--- src/rtl/exc_pkg.sv ---
package exc_pkg;
  localparam logic [4:0] MODE_USR = 5'h10;
  localparam logic [4:0] MODE_FIQ = 5'h11;
  localparam logic [4:0] MODE_IRQ = 5'h12;
  localparam logic [4:0] MODE_SVC = 5'h13;
  localparam int BIT_F = 6;
  localparam int BIT_I = 7;
  localparam int MODE_W = 5;
  localparam int NBANK = 2;
  localparam int BANK_IRQ = 0;
  localparam int BANK_FIQ = 1;

  typedef enum logic [1:0] {EV_NONE, EV_IRQ, EV_FIQ, EV_RET} ev_e;
endpackage

--- src/rtl/exc_arbiter.sv ---
module exc_arbiter
  import exc_pkg::*;
(
  input  logic              irq_req,
  input  logic              fiq_req,
  input  logic              ret_req,
  input  logic [MODE_W-1:0] mode,
  input  logic              dis_i,
  input  logic              dis_f,
  output ev_e               ev,
  output logic              rd_sel
);
  logic in_fiq, in_irq, fiq_ok, irq_ok, ret_ok;

  always_comb begin
    in_fiq = (mode == MODE_FIQ);
    in_irq = (mode == MODE_IRQ);
    // a fast handler can be preempted by nothing; a normal handler only by the fast class
    fiq_ok = fiq_req && !dis_f && !in_fiq;
    irq_ok = irq_req && !dis_i && !in_fiq && !in_irq;
    ret_ok = ret_req && (in_fiq || in_irq);
    rd_sel = in_fiq;
    if (ret_ok)      ev = EV_RET;
    else if (fiq_ok) ev = EV_FIQ;
    else if (irq_ok) ev = EV_IRQ;
    else             ev = EV_NONE;
  end
endmodule

--- src/rtl/exc_vector.sv ---
module exc_vector #(
  parameter int          AW      = 32,
  parameter logic [31:0] HI_BASE = 32'hFFFF_0000,
  parameter logic [7:0]  OFF_IRQ = 8'h18,
  parameter logic [7:0]  OFF_FIQ = 8'h1C
) (
  input  logic          hivec,
  input  logic          fast,
  output logic [AW-1:0] vec_addr
);
  logic [AW-1:0] base, off;

  always_comb begin
    base     = hivec ? AW'(HI_BASE) : '0;
    off      = fast ? AW'(OFF_FIQ) : AW'(OFF_IRQ);
    vec_addr = base + off;
  end
endmodule

--- src/rtl/exc_bank.sv ---
module exc_bank
  import exc_pkg::*;
#(
  parameter int AW = 32,
  parameter int SW = 32
) (
  input  logic          clk,
  input  logic          rst_n,
  input  logic          wr_en,
  input  logic          wr_sel,
  input  logic [AW-1:0] wr_ret,
  input  logic [SW-1:0] wr_status,
  input  logic          rd_sel,
  output logic [AW-1:0] rd_ret,
  output logic [SW-1:0] rd_status
);
  logic [AW-1:0] ret_q    [NBANK];
  logic [SW-1:0] status_q [NBANK];

  for (genvar g = 0; g < NBANK; g++) begin : g_bank
    logic          ld;
    logic [AW-1:0] ret_d;
    logic [SW-1:0] status_d;

    always_comb begin
      ld       = wr_en && (int'(wr_sel) == g);
      ret_d    = ld ? wr_ret : ret_q[g];
      status_d = ld ? wr_status : status_q[g];
    end

    always_ff @(posedge clk or negedge rst_n) begin
      if (!rst_n) begin
        ret_q[g]    <= '0;
        status_q[g] <= '0;
      end else begin
        ret_q[g]    <= ret_d;
        status_q[g] <= status_d;
      end
    end

    // each mode's store moves only when that mode is entered
    assert_bank_hold_R11: assert property (@(posedge clk) disable iff (!rst_n)
      !(wr_en && int'(wr_sel) == g) |=> ($stable(ret_q[g]) && $stable(status_q[g])));
  end

  always_comb begin
    rd_ret    = rd_sel ? ret_q[BANK_FIQ]    : ret_q[BANK_IRQ];
    rd_status = rd_sel ? status_q[BANK_FIQ] : status_q[BANK_IRQ];
  end
endmodule

--- src/rtl/exc_entry_seq.sv ---
module exc_entry_seq
  import exc_pkg::*;
#(
  parameter int          AW      = 32,
  parameter int          SW      = 32,
  parameter logic [31:0] HI_BASE = 32'hFFFF_0000,
  parameter logic [7:0]  OFF_IRQ = 8'h18,
  parameter logic [7:0]  OFF_FIQ = 8'h1C
) (
  input  logic          clk,
  input  logic          rst_n,
  input  logic          irq_req_i,
  input  logic          fiq_req_i,
  input  logic          ret_i,
  input  logic          hivec_i,
  input  logic [SW-1:0] status_i,
  input  logic [AW-1:0] next_pc_i,
  output logic          entry_vld_o,
  output logic          entry_fast_o,
  output logic          ret_vld_o,
  output logic [AW-1:0] new_pc_o,
  output logic [SW-1:0] new_status_o,
  output logic [AW-1:0] saved_ret_o,
  output logic [SW-1:0] saved_status_o
);
  ev_e           ev;
  logic          rd_sel, is_entry, is_fast, load_out;
  logic [AW-1:0] vec_addr, bank_ret;
  logic [SW-1:0] bank_status, entry_status;

  logic          entry_vld_q, entry_fast_q, ret_vld_q;
  logic          entry_fast_d;
  logic [AW-1:0] new_pc_q, new_pc_d, saved_ret_q, saved_ret_d;
  logic [SW-1:0] new_status_q, new_status_d, saved_status_q, saved_status_d;

  exc_arbiter u_arb (
    .irq_req (irq_req_i),
    .fiq_req (fiq_req_i),
    .ret_req (ret_i),
    .mode    (status_i[MODE_W-1:0]),
    .dis_i   (status_i[BIT_I]),
    .dis_f   (status_i[BIT_F]),
    .ev      (ev),
    .rd_sel  (rd_sel)
  );

  always_comb begin
    is_fast  = (ev == EV_FIQ);
    is_entry = (ev == EV_IRQ) || is_fast;
    load_out = (ev != EV_NONE);
  end

  exc_vector #(
    .AW(AW), .HI_BASE(HI_BASE), .OFF_IRQ(OFF_IRQ), .OFF_FIQ(OFF_FIQ)
  ) u_vec (
    .hivec    (hivec_i),
    .fast     (is_fast),
    .vec_addr (vec_addr)
  );

  exc_bank #(.AW(AW), .SW(SW)) u_bank (
    .clk       (clk),
    .rst_n     (rst_n),
    .wr_en     (is_entry),
    .wr_sel    (is_fast),
    .wr_ret    (next_pc_i),
    .wr_status (status_i),
    .rd_sel    (rd_sel),
    .rd_ret    (bank_ret),
    .rd_status (bank_status)
  );

  // status handed to the handler: new mode, normal class masked, fast class also masked on fast entry
  always_comb begin
    entry_status               = status_i;
    entry_status[MODE_W-1:0]   = is_fast ? MODE_FIQ : MODE_IRQ;
    entry_status[BIT_I]        = 1'b1;
    if (is_fast) entry_status[BIT_F] = 1'b1;
  end

  // next-state values with explicit clock enables
  always_comb begin
    new_pc_d       = new_pc_q;
    new_status_d   = new_status_q;
    saved_ret_d    = saved_ret_q;
    saved_status_d = saved_status_q;
    entry_fast_d   = entry_fast_q;
    if (load_out) begin
      new_pc_d     = (ev == EV_RET) ? bank_ret : vec_addr;
      new_status_d = (ev == EV_RET) ? bank_status : entry_status;
    end
    if (is_entry) begin
      saved_ret_d    = next_pc_i;
      saved_status_d = status_i;
      entry_fast_d   = is_fast;
    end
  end

  always_ff @(posedge clk or negedge rst_n) begin
    if (!rst_n) begin
      entry_vld_q    <= 1'b0;
      entry_fast_q   <= 1'b0;
      ret_vld_q      <= 1'b0;
      new_pc_q       <= '0;
      new_status_q   <= '0;
      saved_ret_q    <= '0;
      saved_status_q <= '0;
    end else begin
      entry_vld_q    <= is_entry;
      entry_fast_q   <= entry_fast_d;
      ret_vld_q      <= (ev == EV_RET);
      new_pc_q       <= new_pc_d;
      new_status_q   <= new_status_d;
      saved_ret_q    <= saved_ret_d;
      saved_status_q <= saved_status_d;
    end
  end

  always_comb begin
    entry_vld_o    = entry_vld_q;
    entry_fast_o   = entry_fast_q;
    ret_vld_o      = ret_vld_q;
    new_pc_o       = new_pc_q;
    new_status_o   = new_status_q;
    saved_ret_o    = saved_ret_q;
    saved_status_o = saved_status_q;
  end

  assert_irq_masked_R2: assert property (@(posedge clk) disable iff (!rst_n)
    (entry_vld_o && !entry_fast_o) |-> !$past(status_i[BIT_I]));

  assert_fiq_masked_R3: assert property (@(posedge clk) disable iff (!rst_n)
    (entry_vld_o && entry_fast_o) |-> !$past(status_i[BIT_F]));

  assert_fast_wins_R6: assert property (@(posedge clk) disable iff (!rst_n)
    (entry_vld_o && $past(fiq_req_i && !status_i[BIT_F])) |-> entry_fast_o);

  assert_no_fast_nest_R7: assert property (@(posedge clk) disable iff (!rst_n)
    entry_vld_o |-> ($past(status_i[MODE_W-1:0]) != MODE_FIQ));

  assert_irq_nest_fast_only_R7: assert property (@(posedge clk) disable iff (!rst_n)
    (entry_vld_o && $past(status_i[MODE_W-1:0]) == MODE_IRQ) |-> entry_fast_o);

  assert_ret_mode_R8: assert property (@(posedge clk) disable iff (!rst_n)
    ret_vld_o |-> ($past(status_i[MODE_W-1:0]) == MODE_FIQ || $past(status_i[MODE_W-1:0]) == MODE_IRQ));

  assert_one_event_R9: assert property (@(posedge clk) disable iff (!rst_n)
    !(entry_vld_o && ret_vld_o));

  assert_ret_first_R10: assert property (@(posedge clk) disable iff (!rst_n)
    ($past(ret_i) && ($past(status_i[MODE_W-1:0]) == MODE_FIQ || $past(status_i[MODE_W-1:0]) == MODE_IRQ))
      |-> (ret_vld_o && !entry_vld_o));
endmodule

--- config.mk ---
export PLATFORM = sky130hd
export DESIGN_NAME = exc_entry_seq
export DESIGN_NICKNAME = d
export VERILOG_FILES = /design/src/rtl/exc_pkg.sv /design/src/rtl/exc_arbiter.sv /design/src/rtl/exc_vector.sv /design/src/rtl/exc_bank.sv /design/src/rtl/exc_entry_seq.sv
export SDC_FILE = /design/constraint.sdc
export NUM_CORES = 1
export LEC_CHECK = 0
export BUFFER_PORTS_ARGS = -buffer_cell sky130_fd_sc_hd__buf_2
export CORE_MARGIN = 5
export CORE_UTILIZATION = 45
export DETAILED_ROUTE_END_ITERATION = 12
export GPL_ROUTABILITY_DRIVEN = 1
export GPL_TIMING_DRIVEN = 1
export MAX_ROUTING_LAYER = met4
export PLACE_DENSITY = 0.64
export SYNTH_ARGS = -nofsm -noshare
export SYNTH_HDL_FRONTEND = slang
export SYNTH_SLANG_ARGS = --single-unit
--- constraint.sdc ---
create_clock -name clk -period 1.18 [get_ports clk]
set_input_delay 0.118 -clock clk [delete_from_list [all_inputs] [get_ports clk]]
set_output_delay 0.118 -clock clk [all_outputs]
set_load 0.05 [all_outputs]
==> results of run 1 <==
[logic make-up after synthesis]
| family | share of synthesized area [%] |
|---|---|
| DFF | 61.0 |
| muxes | 23.8 |
| and+or+nand+nor | 4.91 |
| AOI/OAI and AO/OA | 6.85 |
| buffers and inverters | 2.88 |
| adders and majority gates | 0.471 |
| xor gates and xnor gates | 0.0824 |
[worst reg2reg max path, delay by kind of cell, from the launching register on]
kind / cells / cell delay, ns
flip-flops: 1 / 0.40
AO/OA/AOI/OAI: 1 / 0.34
buffers and inverters: 2 / 0.27
[metrics by stage]
stage / total power (uW) / instances / setup TNS, ns
after floorplan: 17400 / 762 / -159.36
after global placement: 19300 / 1285 / -226.94
after detailed placement: 19500 / 1285 / -232.02
after CTS: 31700 / 1511 / -79.49
after global routing: 33900 / 1561 / -102.21
final: 32700 / 1561 / -90.59
[power breakdown]
part	internal (uW)	switching (uW)
clock	5570	3560
combinational	5880	5730
sequential	10700	1250
total	22200	10500
[per-layer routing]
layer	share of wire [%]	track usage, %	vias to the layer above
met5	0	-	-
met1	40	31.7	4334
met3	5.3	4.87	74
li1	-	-	3675
met2	51	42.4	256
met4	3.3	6.33	0
[placed cells by master (no fill, tap or decap), drive strengths merged]
cell         synthesis  layout
nor3b                2       2
o21a                 1       1
bufinv               0       3
nor2b                1       1
nand3                1       1
a32oi                4       4
nor3                 1       1
o21ai               17      17
mux2               209     209
a211oi              25      25
a211o                1       1
a221o               16      16
diode                0       1
nand2               50      50
dlygate4sd3          0      65
nor4b                1       1
and2                 1       1
buf                 23     410
ha                   4       4
nand3b               1       1
a22o                 1       1
inv                 10      10
clkinv               0       6
a221oi               3       3
nor2                27      27
dfrtp              259     259
mux2i               18      18
and3                26      26
a21bo                1       1
a21oi                1       1
o31ai               25      25
bufbuf               0       1
xor2                 1       1
nand2b               1       2
clkbuf              31      47
[flip-flops by register name (all words and copies together), names as in the netlist]
name             flops
u_bank.ret_q        64
entry_fast_o         1
entry_vld_o          1
u_bank.status_q     64
new_pc_o            32
saved_status_o      32
ret_vld_o            1
saved_ret_o         32
new_status_o        32
[what timing repair did]
item,in CTS,in global routing
hold endpoints to repair,476,0
hold buffers,65,0
gates resized for setup,437,93
setup buffers,89,52
setup endpoints to repair,389,389
gates cloned,23,7
pin swaps,27,9
[how the worst min path moves through the flow]
stage                            from               end  slack (ns)
after CTS                 status_i[6]   new_status_o[6]        0.02
after floorplan                 rst_n      entry_fast_o       -0.18
after global routing      status_i[6]   new_status_o[6]        0.08
after detailed placement        rst_n  u_bank.ret_q[21]        0.03
after global placement          rst_n  u_bank.ret_q[24]        0.03
final                     status_i[6]   new_status_o[6]        0.05
[area by class of cell]
class	count	area [sq um]
Antenna cell	1	2.50
Clock buffer	42	845
Clock inverter	9	124
Fill cell	1300	5300
Inverter	10	40.0
Multi-Input combinational cell	440	4930
Sequential cell	259	6480
Tap cell	319	399
Timing Repair Buffer	481	5210
==> results.md, run 1 <==
Placement:
- The quantity of I/O buffers inserted on ports is 200.
- At the end of routability-driven placement, the weighted congestion stood at 0.783.
- The total cell area at the placement stage is 0.0128 sq mm.
- The pre-CTS worst setup slack is -1.08 ns.
- Summed over all nets, the half-perimeter wirelength after detailed placement is 17300 um.

Floorplanning:
- 201 I/O pins were placed.
- The floorplan step set the die width to 164 um.
- The floorplan has 56 rows.
- The total area inside the core boundary comes to 0.0233 sq mm.
- The full die area is 0.0268 sq mm.
- The initial utilization of the core area, before any placement, comes to 45.6%.
- The height of the die is 164 um.

GRT:
- The number of global-route vias before repair is 8933.
- The first global-routing pass estimated 51200 um of wire.
- Global routing consumed, over all layers together, 25.2% of the routing resources.
- The total global routing overflow is 0.
- Entering global routing, the biggest net connects 38 pins.
- The number of antenna violations at the first check in global routing is 1.

Synthesis:
- In the synthesized netlist, the cells that appear most often are sky130_fd_sc_hd__dfrtp_1 (259), sky130_fd_sc_hd__mux2_2 (209), sky130_fd_sc_hd__nand2_1 (50), sky130_fd_sc_hd__clkbuf_1 (30), sky130_fd_sc_hd__nor2_1 (27).
- The count of mapped cells out of synthesis is 762.
- Yosys printed 0 warnings.
- Yosys instantiated no cell more often than sky130_fd_sc_hd__dfrtp_1.
- A synthesized cell averages 14.0 sq um.
- The top cell type's share of synthesized area is 61.0%.
- The number of enable flip-flop cells after synthesis is 0.
- The sequential element share of the synthesized area is 61.0%.
- The most common flop cell mapped by yosys is sky130_fd_sc_hd__dfrtp_1.
- Sorting the synthesized cells by area gives the leading types as sky130_fd_sc_hd__dfrtp_1 (61%), sky130_fd_sc_hd__mux2_2 (22%), sky130_fd_sc_hd__a211oi_1 (1.8%).
- The area of the mapped netlist is 0.0106 sq mm.
- Synthesis inferred 259 register bits.
- Synthesis produced a netlist with a net count of 836.
- After synthesis, the share of flip-flops with an asynchronous set or reset is 100%.
- The number of distinct library cell variants in the gate-level netlist after synthesis is 35.
- The largest total area in the synthesized netlist belongs to sky130_fd_sc_hd__dfrtp_1.

Clocking:
- The clock root buffer is sky130_fd_sc_hd__clkbuf_16.
- CTS saw 259 sinks.
- Counting along the longest clock path gives a buffer depth of 3.
- The clock slew at the register clock pins of the worst setup and hold paths is 0.06 ns.
- The total clock buffers created by CTS is 28.
- The clock tree from TritonCTS is built.
- The maximum level of the CTS H-tree is 1.
- For the worst-skew pair, the clock arrives at the later sink with an insertion delay of 0.54 ns.

Worst hold path:
- The worst hold path was traced through 3 stages.
- The path class of the lowest-slack min-delay path is in -> reg.

Worst setup path:
- The maximum single-stage delay on the critical path is 0.33 ns.
- STA classifies the critical path startpoint as an input pin.
- The worst-path cell with the longest stage delay is sky130_fd_sc_hd__nor3b_4.
- The origin of the worst setup path is status_i[2].
- The number of buffers and inverters on the critical path is 4.
- In this run the critical register-to-register path is captured at new_pc_o[21].
- The worst setup path is captured at a flop.
- The worst reg-to-reg path cell count is 3.
- The startpoint identified for the worst register-to-register timing path is new_pc_o[21].
- Traced cell by cell, the critical path runs through buf_8, nor3b_4, a21bo_4, nor2_4, o21a_4, ha_4, buf_12, buf_8, buf_12, mux2_4.
- STA puts the critical path data arrival time at 2.04 ns.
- The type of the worst setup path is in -> reg.
- The family with the most delay on the worst path is buffers and inverters.
- The reg-to-reg setup timing slack is 0.05 ns.
- The required time at the worst-slack endpoint is 1.59 ns.
- The worst setup path endpoint is saved_ret_o[16].
- The critical path runs through a total of 10 cells.
- The largest fanout on the critical path is 5.

Routing:
- In the routed design, unresolved DRC markers number 0.
- The average wire per standard cell is 22.6 um.
- Summing over every cut layer, the via total after detailed routing is 8339.
- The first TritonRoute pass finished after 4 iterations.
- The final layout contains routed wiring with a total length of 35200 um.
- Dividing the detail-routed via count by the number of cells gives 5.34.
- The number of DRC markers in iteration 0 is 456.
- The remaining antenna violation count after routing is 0.

STA:
- The relative slew slack is 74.5%.
- The clock arrives with 0.0125 ns of skew.
- The worst hold slack is 0.0467 ns.
- Setup repair after global routing could not meet its margin everywhere.
- The max-slew violation total from the final report was 0.
- At the pin with the least slew margin, the transition time is 0.380 ns.
- The clock period minus worst slack is 1.62 ns.
- Setup violations remaining at the end of the flow were counted as 388.
- The ratio of final minimum period to clock period is 138%.
- Across all setup checks in the final design, the least slack found is -0.444 ns.
- Based on the critical path, the design can be clocked at up to 616 MHz.
- The count of endpoints failing hold in the final timing report is 0.

Layout:
- The post-route cell area is 0.0180 sq mm.
- The share of cells above drive strength 1 is 60.8%.
- The area growth from synthesis to layout is 69.7%.
- The utilization after layout is 77.3%.
- The number of nets in the layout is 1294.

Outcome:
- The checks that failed: negative setup slack.
- The run finished, with violations left.

Power and ir drop:
- The total power per unit cell area is 1810 mW/mm^2.
- The worst supply voltage drop on vdd is 1.53 mV.
- The analysis attributes to cell leakage a power of 0.00845 uW.

Flow run:
- The tool flagged a number of max-cap violations equal to 0.
Power figures use the tool's default switching activity.
==> run 2, diff against run 1 <==
- CORE_UTILIZATION: 45 -> 55
- PLACE_DENSITY: 0.64 -> 0.76
==> run 2 against run 1 <==
Against the previous run: the run still ends with negative setup slack left; die area down 17%; sequential power is 3% higher; flip-flop and latch count unchanged; clock power shrank 4.7%; sequential share of layout area rose by 0.70 points; routed wire length grew 34%; cell area is 1.9% lower; global-route usage grew 3.0 points; critical path depth increased by 3; combinational power about the same; critical endpoint is now new_pc_o[27]; largest cell class unchanged.
==> results.md, run 2 (same netlist as run 1, synthesis figures left out) <==
Outcome:
- The flow ran to the end, but the final reports show violations.
- The checks that failed: negative setup slack.

Layout:
- The area occupied by multi-input gates is 0.00500 sq mm (+1.3%).
- The share of cells above drive strength 1 was 61.2% (+0.39 points).
- The largest registers in the layout are u_bank.ret_q (64), u_bank.status_q (64).
- The top cell types in the final layout, fill and taps aside, are sky130_fd_sc_hd__dfrtp_1 (257), sky130_fd_sc_hd__buf_6 (157), sky130_fd_sc_hd__mux2_4 (125).
- Relative to the synthesized area, the layout overhead comes to 66.5%.
- The area taken by flip-flops and latches is 0.00648 sq mm (about the same).
- The count of filler cells inserted in the layout is 507 (-61%).
- The number of nets in the layout came to 1271 (-1.8%).
- The most common cell after layout, fill and taps aside is sky130_fd_sc_hd__dfrtp_1.

Worst setup path:
- The maximum single-stage delay on the critical path is 0.27 ns (-0.06 ns).
- The critical path goes through buf_8, nor3b_4, buf_6, buf_4, nand3_4, buf_6, o21ai_4, inv_2, ha_4, buf_6, nor2_4, clkbuf_16, a221o_1.
- The origin of the worst setup path is status_i[2].
- The worst setup path is of the in -> reg kind.
- The worst register-to-register path begins at u_bank.ret_q[55].
- The largest fanout on the critical path is 5 (unchanged).
- The required time at the worst-slack endpoint is 1.64 ns (+0.05 ns).
- The reg-to-reg setup timing slack was -0.09 ns (-0.14 ns).
- STA classifies the critical path startpoint as an input pin.
- The capturing element type of the critical path is a flop.
- The worst-path cell with the longest stage delay is sky130_fd_sc_hd__nor2_4.
- The worst register-to-register path ends at new_pc_o[23].
- The cell repeated most along the worst path is sky130_fd_sc_hd__buf_6.
- The arrival time at the worst endpoint is 2.13 ns (+0.09 ns).
- The most critical setup path has its endpoint at new_pc_o[27].
- The worst reg-to-reg path cell count is 2 (-1).

STA:
- The max-slew violation total from the final report was 0 (unchanged).
- The actual transition at the worst max-transition pin was 0.473 ns (+0.0928 ns).
- The ratio of final minimum period to clock period came to 142% (+4.3 points).
- The final clock skew is 0.0136 ns (+0.00104 ns).
- The setup-violating endpoint count in the final report was 390 (+0.52%).
- The count of endpoints failing hold in the final timing report was 0 (unchanged).
- Setup repair after global routing could not meet its margin everywhere.
- The clock period minus worst slack came to 1.67 ns (+0.0509 ns).
- The setup slack after layout is -0.495 ns (-0.0509 ns).
- The achievable clock frequency was 597 MHz (-3.0%).
- The relative slew slack is 68.1% (-6.5 points).

Routing:
- The DRC violation count after routing is 0 (unchanged).
- The average wire per standard cell is 31.9 um (+41%).
- The detailed-router iteration count before antenna repair is 5 (+1).
- The remaining antenna violation count after routing was 0 (unchanged).
- The per-cell via count in the routed design is 6.43 (+20%).
- The total wirelength of the detailed-routed design is 47300 um (+34%).
- The routed via count is 9527 (+14%).
- The number of DRC markers in iteration 0 came to 874 (+92%).

Clocking:
- Clock tree synthesis selected as its root buffer the cell sky130_fd_sc_hd__clkbuf_16.
- The maximum clock path buffer count was 3 (unchanged).
- TritonCTS built the clock tree.
- The total clock buffers created by CTS is 27 (-3.6%).
- The clock slew at the register clock pins of the worst setup and hold paths came to 0.07 ns (about the same).
- The maximum level of the CTS H-tree is 1 (unchanged).
- The count of clock tree sinks is 259 (unchanged).
- The clock insertion delay at the later pin of the skew report was 0.55 ns (about the same).

Floorplanning:
- The placeable core region is 0.0189 sq mm (-19%).
- The die outline width came to 149 um (-9.0%).
- The initial core utilization is 56.3% (+11 points).
- The number of standard-cell rows in the floorplan is 50 (-11%).
- The height of the die is 149 um (-9.0%).
- The top-level port count came to 201 (unchanged).
- The full die area is 0.0222 sq mm (-17%).

GRT:
- The number of global-route vias before repair is 8559 (-4.2%).
- The maximum number of pins on one net before global-route repair is 43 (+13%).
- The number of antenna violations at the first check in global routing is 4 (+3).
- The first-pass GRT wire length was 48100 um (-6.2%).
- The total global routing overflow is 0 (unchanged).
- The total global routing track utilization is 28.2% (+3.0 points).

Power and ir drop:
- The worst supply voltage drop on vdd is 1.60 mV (+4.4%).
- The leakage power is 0.00828 uW (-2.1%).
- The total design power is 33000 uW (+0.92%).
- The total power per unit cell area is 1870 mW/mm^2 (+2.9%).

Placement:
- The detailed placement HPWL is 17000 um (-1.7%).
- The pre-CTS worst setup slack was -0.971 ns (+0.113 ns).
- The final estimated routing congestion in global placement is 0.754 (-3.8%).
- The quantity of I/O buffers inserted on ports is 200 (unchanged).

Flow run:
- The count of maximum capacitance violations came to 0 (unchanged).

Worst hold path:
- The path class of the tightest hold or removal check is in -> reg.
[run 2: area by class of cell]
| type | count | area share (%) |
|---|---|---|
| clock inverter | 7 | 0.375 |
| timing repair buffer | 459 | 28.1 |
| inverter | 10 | 0.255 |
| tap | 260 | 1.84 |
| clock buffer | 40 | 4.43 |
| multi-input combinational | 440 | 28.2 |
| antenna | 7 | 0.0990 |
| sequential | 259 | 36.6 |
[run 2: timing repair]
action,4_1_cts,5_1_grt
setup endpoints to repair,389,389
hold buffers,65,0
cloned,12,16
buffers inserted,23,90
pin swaps,10,21
resized for setup,109,552
endpoints found under the hold margin,472,0
[run 2: worst min-delay path by stage]
stage           startpoint                  to  slack, ns  cells after the start
4_1_cts        status_i[1]  u_bank.status_q[1]      0.008                      3
3_5_place_dp         rst_n     saved_ret_o[18]       0.04                      1
3_3_place_gp         rst_n     saved_ret_o[18]       0.05                      1
6_report       status_i[1]  u_bank.status_q[1]       0.07                      3
2_1_floorplan        rst_n        entry_fast_o      -0.18                      0
5_1_grt        status_i[1]  u_bank.status_q[1]       0.06                      3
[run 2: layer usage]
metal / GRT usage (%) / vias up / wire length (um)
met4: 7.96 / 0 / 3180
li1: - / 3620 / -
met1: 36.4 / 4867 / 16500
met5: - / - / 0
met2: 46.6 / 772 / 23700
met3: 4.56 / 268 / 3940
[run 2: metrics by stage]
stage               hold WS, ns  utilization (%)  TNS [ns]  cells  instance area [sq um]
global route             0.0635             93.7   -108.08   1481                  17700
global placement         0.0469             67.3   -220.29   1225                  12700
CTS                     0.00843             80.4    -79.01   1371                  15200
finish                   0.0698             93.7    -96.40   1482                  17700
detailed placement       0.0436             67.3   -231.32   1225                  12700
floorplan                -0.178                -   -159.36    762                  11100
[run 2: critical path, delay by kind of cell]
| kind | cells | cell delay [ns] |
|---|---|---|
| and+or+nand+nor | 3 | 0.58 |
| buffers and inverters | 7 | 0.96 |
| adders and majority gates | 1 | 0.20 |
| AOI/OAI and AO/OA | 2 | 0.27 |
[run 2: power breakdown]
part / internal [uW] / total, uW / switching (uW)
Clock: 4800 / 8710 / 3910
Combinational: 5670 / 11900 / 6260
Sequential: 10700 / 12400 / 1660
==> run 3, diff against run 2 <==
- CORE_MARGIN: 5 -> not set
==> run 3 against run 2 <==
Against the previous run: the run still ends with negative setup slack left; flip-flop and latch count stayed put; combinational power is 3% lower; global-route usage is 2.6 points higher; critical path depth is 3 lower; power is 0.88% lower; routed wire length is 12% lower; non-clock buffer count is 28 lower; largest power group unchanged; final cell count is 2.2% lower; highest routed layer unchanged; worst hold slack better by 0.038 ns; first-iteration DRC count is 24% lower; core utilization is 2.0 points lower; die area is 10% lower.
==> results.md, run 3 (same netlist as run 1, synthesis figures left out) <==
Outcome:
- The run finished, with violations left.
- The final reports fail on negative setup slack.

Clocking:
- The maximum clock path buffer count is 3 (unchanged).
- The clock insertion delay at the later pin of the skew report is 0.53 ns (-0.02 ns).
- The count of clock tree sinks was 259 (unchanged).
- The total clock buffers created by CTS is 27 (unchanged).
- TritonCTS built the clock tree.
- The clock slew at the register clock pins of the worst setup and hold paths is 0.07 ns (about the same).
- The maximum level of the CTS H-tree is 1 (unchanged).
- The clock root buffer is sky130_fd_sc_hd__clkbuf_16.

Placement:
- The detailed placement HPWL was 16400 um (-3.5%).
- The final estimated routing congestion in global placement was 0.758 (+0.49%).
- The total cell area at the placement stage is 0.0127 sq mm (-0.28%).
- The pre-CTS worst setup slack is -1.11 ns (-0.142 ns).
- The quantity of I/O buffers inserted on ports is 200 (unchanged).

GRT:
- The first-pass GRT wire length is 45900 um (-4.6%).
- The total global routing track utilization is 30.8% (+2.6 points).
- The total global routing overflow is 0 (unchanged).
- The number of global-route vias before repair was 8209 (-4.1%).
- The number of antenna violations at the first check in global routing is 3 (-1).
- The maximum number of pins on one net before global-route repair is 79 (+84%).

Worst setup path:
- The largest fanout on the critical path is 16 (+11).
- The arrival time at the worst endpoint is 2.09 ns (-0.04 ns).
- The largest individual stage delay along the critical path comes from the cell sky130_fd_sc_hd__mux2_2.
- The type of the worst setup path is in -> reg.
- The capturing element type of the critical path is a flop.
- The required time at the worst-slack endpoint came to 1.58 ns (-0.06 ns).
- The critical path goes through buf_12, nor3b_4, a21bo_4, nor2_4, buf_4, o21ai_2, ha_4, buf_12, buf_12, mux2_2.
- The maximum single-stage delay on the critical path is 0.41 ns (+0.14 ns).
- The worst setup path is launched from an input pin.
- The cell repeated most along the worst path is sky130_fd_sc_hd__buf_12.

Floorplanning:
- The number of standard-cell rows in the floorplan came to 50 (unchanged).
- The top-level port count is 201 (unchanged).
- The placeable core region is 0.0188 sq mm (-0.33%).
- The initial core utilization is 56.5% (+0.19 points).
- The full die area is 0.0199 sq mm (-10%).
- The height of the die came to 141 um (-5.4%).
- The die outline width is 141 um (-5.4%).

STA:
- The achievable clock frequency was 592 MHz (-0.81%).
- The worst hold slack is 0.108 ns (+0.0384 ns).
- The max-slew violation total from the final report is 0 (unchanged).
- The clock period minus worst slack is 1.69 ns (+0.0137 ns).
- The final sum of negative setup slack is -93.32 ns (+3.08 ns).
- The actual transition at the worst max-transition pin is 0.593 ns (+0.121 ns).
- The relative slew slack came to 60.2% (-7.9 points).
- The final clock skew came to 0.00980 ns (-0.00378 ns).
- The setup slack after layout was -0.508 ns (-0.0137 ns).
- The setup-violating endpoint count in the final report was 388 (-0.51%).
- Setup repair after global routing could not meet its margin everywhere.
- The ratio of final minimum period to clock period was 143% (+1.2 points).
- The count of endpoints failing hold in the final timing report is 0 (unchanged).

Routing:
- The average wire per standard cell is 28.6 um (-10%).
- The routed via count is 8904 (-6.5%).
- The number of DRC markers in iteration 0 came to 662 (-24%).
- The detailed-router iteration count before antenna repair is 5 (unchanged).
- The DRC violation count after routing was 0 (unchanged).
- The remaining antenna violation count after routing is 0 (unchanged).
- The total wirelength of the detailed-routed design is 41500 um (-12%).
- The per-cell via count in the routed design is 6.14 (-4.5%).

Layout:
- The share of cells above drive strength 1 is 59.0% (-2.1 points).
- The post-route cell area is 0.0173 sq mm (-2.4%).
- The most common cell after layout, fill and taps aside is sky130_fd_sc_hd__dfrtp_1.
- In the layout the commonest cells are sky130_fd_sc_hd__dfrtp_1 (259), sky130_fd_sc_hd__buf_6 (141), sky130_fd_sc_hd__mux2_4 (117).
- The area overhead of the layout relative to synthesis is 62.4%.
- The largest registers in the layout are u_bank.ret_q (64), u_bank.status_q (64).
- The number of nets in the layout is 1243 (-2.2%).

Power and ir drop:
- The total design power came to 32700 uW (-0.88%).
- The total power per unit cell area came to 1900 mW/mm^2 (+1.6%).
- The worst supply voltage drop on vdd is 1.39 mV (-13%).
- The leakage power is 0.00810 uW (-2.2%).

Flow run:
- The count of maximum capacitance violations was 0 (unchanged).

Worst hold path:
- The path class of the lowest-slack min-delay path is in -> reg.
## run 3: cell types whose count changed in the layout (fill, tap and decap cells not counted), sizes merged
cell,delta
diode,-3
bufinv,+3
bufbuf,+1
clkbuf,-4
clkinvlp,-1
dlygate4sd3,+1
buf,-27
inv,-1
clkinv,-1
## run 3: metal layers
layer	part of all wire [%]	global-route usage, %	vias to the layer above
met5	0	-	-
met4	6.0	10.2	0
met3	7.5	4.65	178
met2	51	50.7	572
met1	36	39.2	4582
li1	-	-	3572
## run 3: stage by stage
| step | util, % | instances |
|---|---|---|
| floorplan | - | 762 |
| global placement | 67.3 | 1222 |
| detailed placement | 67.3 | 1222 |
| CTS | 80.1 | 1359 |
| global route | 91.7 | 1449 |
| finish | 91.7 | 1450 |
## run 3: report_power, final
part | internal, uW | switching, uW | leakage [uW] | total [uW]
Combinational | 5460 | 6040 | 0.00457 | 11500
Clock | 5320 | 3660 | 0.000439 | 8970
Sequential | 10700 | 1530 | 0.00309 | 12200
## run 3: cell type report
cell class | count | area [sq um]
clock inverter | 7 | 135
fill | 585 | 1570
clock buffer | 39 | 761
antenna | 4 | 10.0
sequential | 259 | 6480
multi-input combinational | 440 | 4950
inverter | 10 | 37.5
tap | 260 | 325
timing repair buffer | 431 | 4570
## run 3: what timing repair did
action                     4_1_cts  5_1_grt
hold buffers                    65        1
setup buffers                   18       80
pin swaps                       18       28
hold endpoints to repair       471        3
setup endpoints to repair      389      389
gates resized for setup        101      527
cloned                          10       10
## run 3: critical path, delay by kind of cell
kind	cells	cell delay, ns
adders and majority gates	1	0.22
buffers and inverters	4	0.56
muxes	1	0.41
and+or+nand+nor	2	0.34
AOI/OAI and AO/OA	2	0.41
## run 3: path summary, 6_finish.rpt
check	startpoint	to	slack (ns)	cells after the start
min in group asynchronous	rst_n	new_pc_o[14]	0.19	3
worst min register to register	u_bank.ret_q[47]	u_bank.ret_q[47]	0.51	1
worst max register to register	u_bank.status_q[23]	new_status_o[23]	-0.14	3
worst min-delay path	status_i[6]	new_status_o[6]	0.11	3
worst max-delay path	status_i[2]	u_bank.status_q[35]	-0.51	10
max in group asynchronous	rst_n	new_pc_o[18]	0.25	3
